[config.mk]
export PLATFORM = sky130hd
export DESIGN_NAME = onewire_touch_engine
export DESIGN_NICKNAME = d
export VERILOG_FILES = /design/src/rtl/owt_pkg.sv /design/src/rtl/owt_line_sync.sv /design/src/rtl/owt_slot_timer.sv /design/src/rtl/owt_touch_shift.sv /design/src/rtl/onewire_touch_engine.sv
export SDC_FILE = /design/constraint.sdc
export NUM_CORES = 1
export LEC_CHECK = 0
export BUFFER_PORTS_ARGS = -buffer_cell sky130_fd_sc_hd__clkbuf_2
export CORE_ASPECT_RATIO = 1.25
export CORE_UTILIZATION = 57
export DETAILED_ROUTE_END_ITERATION = 7
export PLACE_DENSITY = 0.82
export SYNTH_ARGS = -nofsm -noshare
export SYNTH_HDL_FRONTEND = slang
export SYNTH_HIERARCHICAL = 1
export SYNTH_SLANG_ARGS = --single-unit
[constraint.sdc]
create_clock -name clk -period 2.9 [get_ports clk]
set_input_delay 0.145 -clock clk [delete_from_list [all_inputs] [get_ports clk]]
set_output_delay 0.145 -clock clk [all_outputs]
set_load 0.005 [all_outputs]
[src/rtl/owt_pkg.sv]
package owt_pkg;
    localparam int unsigned OWT_BITS  = 8;
    localparam int unsigned OWT_IDX_W = $clog2(OWT_BITS);

    typedef enum logic [1:0] {
        ST_IDLE    = 2'd0,
        ST_SLOT    = 2'd1,
        ST_RECOVER = 2'd2
    } owt_state_e;

    typedef struct packed {
        owt_state_e           state;
        logic [OWT_IDX_W-1:0] bit_idx;
        logic                 samp;
        logic                 done;
        logic [OWT_BITS-1:0]  rx;
    } owt_ctl_t;
endpackage

[src/rtl/owt_line_sync.sv]
module owt_line_sync #(
    parameter int unsigned STAGES = 2
) (
    input  logic clk,
    input  logic rst_n,
    input  logic line_i,
    output logic line_o
);
    logic [STAGES-1:0] sync_d, sync_q;

    always_comb begin
        sync_d = {sync_q[STAGES-2:0], line_i};
    end

    always_ff @(posedge clk or negedge rst_n) begin
        if (!rst_n) sync_q <= '1;
        else        sync_q <= sync_d;
    end

    assign line_o = sync_q[STAGES-1];
endmodule

[src/rtl/owt_slot_timer.sv]
module owt_slot_timer #(
    parameter int unsigned LOW_CYC    = 300,
    parameter int unsigned SAMPLE_CYC = 750,
    parameter int unsigned SLOT_CYC   = 3300,
    parameter int unsigned REC_CYC    = 100
) (
    input  logic clk,
    input  logic rst_n,
    input  logic clr_i,
    output logic in_low_o,
    output logic at_sample_o,
    output logic at_slot_end_o,
    output logic at_rec_end_o
);
    localparam int unsigned MAX_CYC = (SLOT_CYC > REC_CYC) ? SLOT_CYC : REC_CYC;
    localparam int unsigned CW      = $clog2(MAX_CYC + 1);

    logic [CW-1:0] cnt_d, cnt_q;

    always_comb begin
        if (clr_i) cnt_d = '0;
        else       cnt_d = cnt_q + CW'(1);
    end

    always_ff @(posedge clk or negedge rst_n) begin
        if (!rst_n) cnt_q <= '0;
        else        cnt_q <= cnt_d;
    end

    assign in_low_o      = (cnt_q < CW'(LOW_CYC));
    assign at_sample_o   = (cnt_q == CW'(SAMPLE_CYC));
    assign at_slot_end_o = (cnt_q == CW'(SLOT_CYC - 1));
    assign at_rec_end_o  = (cnt_q == CW'(REC_CYC - 1));

    AST_CNT_BOUNDED: assert property (@(posedge clk) disable iff (!rst_n)
        cnt_q < CW'(MAX_CYC)) else $error("slot counter overran");
endmodule

[src/rtl/owt_touch_shift.sv]
module owt_touch_shift #(
    parameter int unsigned W = 8
) (
    input  logic         clk,
    input  logic         rst_n,
    input  logic         load_i,
    input  logic [W-1:0] load_val_i,
    input  logic         shift_i,
    input  logic         shift_in_i,
    output logic         lsb_o,
    output logic [W-1:0] data_o
);
    logic [W-1:0] data_d, data_q;

    always_comb begin
        data_d = data_q;
        if (load_i)       data_d = load_val_i;
        else if (shift_i) data_d = {shift_in_i, data_q[W-1:1]};
    end

    always_ff @(posedge clk or negedge rst_n) begin
        if (!rst_n) data_q <= '0;
        else        data_q <= data_d;
    end

    assign lsb_o  = data_q[0];
    assign data_o = data_q;

    AST_LOAD_SHIFT_EXCL: assert property (@(posedge clk) disable iff (!rst_n)
        !(load_i && shift_i)) else $error("load and shift together");
endmodule

[src/rtl/onewire_touch_engine.sv]
module onewire_touch_engine
    import owt_pkg::*;
#(
    parameter int unsigned CLK_HZ      = 50_000_000,
    parameter int unsigned LOW_US      = 6,
    parameter int unsigned SAMPLE_US   = 15,
    parameter int unsigned SLOT_US     = 66,
    parameter int unsigned REC_US      = 2,
    parameter int unsigned SYNC_STAGES = 2
) (
    input  logic                clk,
    input  logic                rst_n,
    input  logic                start_i,
    input  logic [OWT_BITS-1:0] tx_byte_i,
    output logic [OWT_BITS-1:0] rx_byte_o,
    output logic                busy_o,
    output logic                done_o,
    output logic                bus_pull_o,
    input  logic                bus_line_i
);
    localparam int unsigned CYC_PER_US = CLK_HZ / 1_000_000;
    localparam int unsigned LOW_CYC    = LOW_US * CYC_PER_US;
    localparam int unsigned SAMPLE_CYC = SAMPLE_US * CYC_PER_US;
    localparam int unsigned SLOT_CYC   = SLOT_US * CYC_PER_US;
    localparam int unsigned REC_CYC    = REC_US * CYC_PER_US;
    localparam logic [OWT_IDX_W-1:0] LAST_IDX = OWT_IDX_W'(OWT_BITS - 1);

    owt_ctl_t ctl_d, ctl_q;

    logic line_s;
    logic in_low, at_sample, at_slot_end, at_rec_end;
    logic tmr_clr;
    logic sh_load, sh_shift, tx_bit;
    logic [OWT_BITS-1:0] sh_data;

    owt_line_sync #(.STAGES(SYNC_STAGES)) u_sync (
        .clk    (clk),
        .rst_n  (rst_n),
        .line_i (bus_line_i),
        .line_o (line_s)
    );

    owt_slot_timer #(
        .LOW_CYC    (LOW_CYC),
        .SAMPLE_CYC (SAMPLE_CYC),
        .SLOT_CYC   (SLOT_CYC),
        .REC_CYC    (REC_CYC)
    ) u_timer (
        .clk           (clk),
        .rst_n         (rst_n),
        .clr_i         (tmr_clr),
        .in_low_o      (in_low),
        .at_sample_o   (at_sample),
        .at_slot_end_o (at_slot_end),
        .at_rec_end_o  (at_rec_end)
    );

    owt_touch_shift #(.W(OWT_BITS)) u_shift (
        .clk        (clk),
        .rst_n      (rst_n),
        .load_i     (sh_load),
        .load_val_i (tx_byte_i),
        .shift_i    (sh_shift),
        .shift_in_i (ctl_q.samp),
        .lsb_o      (tx_bit),
        .data_o     (sh_data)
    );

    always_comb begin
        ctl_d    = ctl_q;
        ctl_d.done = 1'b0;
        tmr_clr  = 1'b0;
        sh_load  = 1'b0;
        sh_shift = 1'b0;
        unique case (ctl_q.state)
            ST_IDLE: begin
                tmr_clr = 1'b1;
                if (start_i) begin
                    sh_load       = 1'b1;
                    ctl_d.bit_idx = '0;
                    ctl_d.state   = ST_SLOT;
                end
            end
            ST_SLOT: begin
                if (at_sample) ctl_d.samp = line_s;
                if (at_slot_end) begin
                    sh_shift    = 1'b1;
                    tmr_clr     = 1'b1;
                    ctl_d.state = ST_RECOVER;
                end
            end
            ST_RECOVER: begin
                if (at_rec_end) begin
                    tmr_clr = 1'b1;
                    if (ctl_q.bit_idx == LAST_IDX) begin
                        ctl_d.state = ST_IDLE;
                        ctl_d.done  = 1'b1;
                        ctl_d.rx    = sh_data;
                    end else begin
                        ctl_d.bit_idx = ctl_q.bit_idx + OWT_IDX_W'(1);
                        ctl_d.state   = ST_SLOT;
                    end
                end
            end
            default: ctl_d.state = ST_IDLE;
        endcase
    end

    always_ff @(posedge clk or negedge rst_n) begin
        if (!rst_n) begin
            ctl_q <= '{state: ST_IDLE, bit_idx: '0, samp: 1'b1, done: 1'b0, rx: '0};
        end else begin
            ctl_q <= ctl_d;
        end
    end

    assign bus_pull_o = (ctl_q.state == ST_SLOT) && (in_low || !tx_bit);
    assign busy_o     = (ctl_q.state != ST_IDLE);
    assign done_o     = ctl_q.done;
    assign rx_byte_o  = ctl_q.rx;

    AST_DONE_ONE_CYCLE: assert property (@(posedge clk) disable iff (!rst_n)
        done_o |=> !done_o) else $error("done longer than one cycle");
    AST_DONE_NOT_BUSY: assert property (@(posedge clk) disable iff (!rst_n)
        done_o |-> !busy_o) else $error("done while busy");
    AST_IDLE_RELEASED: assert property (@(posedge clk) disable iff (!rst_n)
        !busy_o |-> !bus_pull_o) else $error("pull while idle");
    AST_RX_ONLY_AT_DONE: assert property (@(posedge clk) disable iff (!rst_n)
        !$stable(rx_byte_o) |-> done_o) else $error("rx moved without done");
    AST_START_LEAVES_IDLE: assert property (@(posedge clk) disable iff (!rst_n)
        (!busy_o && start_i) |=> (busy_o && bus_pull_o)) else $error("start not taken");
endmodule

==> impl_metrics.toml <==
[global_routing]
use_met1_pct = 27.0
grtUsageTotal_pct = 21.6
use_met2_pct = 35.5
busiest_layer = "met2"
gr-total-overflow = 0
met3_usage_pct = 4.83
grt_pass1_wl_um = 5480
grt_max_degree = 38
antenna_found_initial = 0
first_global_vias = 1260

[power]
p_comb_share_pct = 15.7
ir_worst_vdd_mv = 0.313
power_density_nw_per_um2 = 560
leakage_nw = 0.972
p_seq_share_pct = 58.1
p_clk_share_pct = 26.2
switching_share_pct = 28.7
internal_power_w = 0.000809
power_switching_w = 0.000326

[timing]
max-slew-margin-rel_pct = 41.2
setup_viol = 0
worstMarginPinSlew_ns = 0.882
fmax_ghz = 0.369
slew_violations = 0
layout_min_cycle_time_ns = 2.71
rsz0062_at_grt = "no"
tns_ns = 0
skew_ns = 0.00686
min_period_over_period_pct = 93.4
hold_viol = 0

[critical_path]
cp_num_buf_inv = 1
critPathSlowestCell = "or4b_1"
crit_chain = "ha_1, or4b_1, or4_1, nor4_2, buf_4, and4bb_4, nor2_2, mux2_4"
cp_top_family = "simple AND/OR/NAND/NOR gates"
crit_fanout = 6
cp.arrival_ns = 2.92
start_kind = "flop"
slowest_delay_ns = 0.48
crit_required_ns = 3.11
endpoint_kind = "flop"
critical_path_class = "flop to flop"

[drt]
dr.pass1.iters = 4
ant_nets = 0
first_iter_violations = 14
drt-wirelength-per-cell_um = 14.8
vias = 1273
vias_per_cell = 5.81
wl_um = 3250
drc = 0

[clock_network]
cts_buffers = 5
clock_sinks = 37
post_cts_buffers = 0
cts.htree.levels = 2
clockRootBuffer = "clkbuf_4"
cts_tree = "built"
clock_path_buffers = 2
cts_resized = 0
clk_latency_ns = 0.33
path_clk_slew_ns = 0.10

[cells_and_area]
mostFrequentLayoutCell = "dfrtp_1"
mostFrequentLayoutCells = "dfrtp_1 (34), clkbuf_2 (22), nand2_1 (15), mux2_4 (9)"
multiInputGateArea_um2 = 803
fillers = 229
fin_util_pct = 66.9
layout.nets = 198
stdcell_area_um2 = 2030
diodes = 0
area_growth_pct = 8.51
drive_above_1_share_pct = 31.1
seqCellArea_um2 = 930

[floorplanning]
die_y_um = 66.0
fp.dieW_um = 53.2
start_util_pct = 61.7
die-area_um2 = 3510
row_count = 22
io_pins = 23
core-area_um2 = 3030

[synth]
synthCells = 162
yosys_warnings = 6
synth_seq_cells = 37
yosysUniqueCellTypes = 45
synth_edf_count = 0
synthArstFlopShare_pct = 100
syn_nets = 178
synth-main-ff-cell = "dfrtp_1"
yosysSeqAreaShare_pct = 49.8
syn_avg_cell_area_um2 = 11.5
syn_area_um2 = 1870

[outcome]
status = "finished, final reports clean"

[job]
maxCapViolCount = 0

[placement]
placed_cell_area_um2 = 1940
port_buffers = 22
dp_hpwl_um = 2320
place_congestion = 0.791

[worst_hold_path]
hold_class = "input port to flop"
[cells by family (layout without fill, tap and decap cells)]
family          count (synthesis)  count (layout)  share of synthesized area, %
compound gates                 30              30                          10.2
xor+xnor                        3               3                          1.41
fa+ha+maj                       4               4                          2.68
buf+inv                        20              41                          7.23
flops                          37              37                          49.8
mux                            19              19                          12.7
simple gates                   49              49                          16.0
[metrics by stage]
stage	hold WS (ns)	setup slack, ns	cells	power (W)
floorplan	-0.151	0.221	162	0.000800
global placement	0.233	0.302	209	0.000830
detailed placement	0.235	0.198	209	0.000848
CTS	0.0150	0.187	219	0.00115
global route	0.0104	0.0131	219	0.00120
finish	0.0243	0.191	219	0.00113
[sequential cells by signal, summed over array words and instances, names as in the netlist]
name            flops
u_shift/data_o      8
ctl_q               6
done_o              1
rx_byte_o           8
u_timer/cnt_q      12
u_sync/sync_q       2
[final timing paths]
check                                    end             start  cells past startpoint  slack [ns]
min in group asynchronous             done_o             rst_n                      2        0.47
min reg2reg                 u_sync/sync_q[1]  u_sync/sync_q[0]                      0        0.36
min                        u_shift/data_o[4]      tx_byte_i[4]                      3        0.02
max                                ctl_q[10]  u_timer/cnt_q[0]                      8        0.19
max in group asynchronous          ctl_q[11]             rst_n                      2        1.88
max reg2reg                        ctl_q[10]  u_timer/cnt_q[0]                      8        0.19
[repair_timing]
item / 4_1_cts / 5_1_grt
endpoints found under the setup margin: 0 / 0
hold buffers: 2 / 0
endpoints found under the hold margin: 35 / 0
[tightest hold or removal path: stages]
cell and delay, ns:
clkbuf_2 0.08, nand2_1 0.04, o21ai_1 0.06
[layer usage]
metal	vias to the layer above	wire (um)	share of wire [%]
met4	0	35	1.1
li1	613	-	-
met2	33	1640	51
met3	5	121	3.7
met1	622	1450	45
met5	-	0	0
[layout make-up]
type / instances / share of cell area [%]
flip-flops and latches: 37 / 45.9
multi-input cells: 105 / 39.6
repair buffers: 28 / 7.90
clock buffers: 7 / 3.21
well taps: 36 / 2.22
inverters: 5 / 0.926
clock inverters: 1 / 0.247
[cell usage after synthesis, types with 2 or more instances]
master,instances,area share [%]
dfrtp_1,34,46
nor2_1,7,1.4
nand3_1,3,0.80
o21ai_0,2,0.54
o21ai_1,8,2.1
mux2_4,9,7.2
o31ai_1,4,1.6
a21oi_1,7,1.9
or3_1,2,0.67
nor4_1,2,0.67
clkbuf_1,2,0.40
or4_1,5,2.0
buf_6,3,1.8
mux2i_1,8,4.3
nand4_1,2,0.67
inv_1,4,0.80
xor2_1,2,0.94
dfstp_2,3,4.2
a22o_1,2,0.94
nand2_1,15,3.0
nor2b_1,2,0.67
buf_4,10,4.0
ha_1,4,2.7
[power by group through the flow]
stage | Sequential (W) | Combinational [W] | Clock [W]
2_1_floorplan | 0.000643 | 0.000157 | 0
3_3_place_gp | 0.000662 | 0.000167 | 0
3_5_place_dp | 0.000671 | 0.000177 | 0
4_1_cts | 0.000660 | 0.000180 | 0.000307
5_1_grt | 0.000671 | 0.000203 | 0.000331
6_report | 0.000660 | 0.000178 | 0.000297
Power figures use the tool's default switching activity.
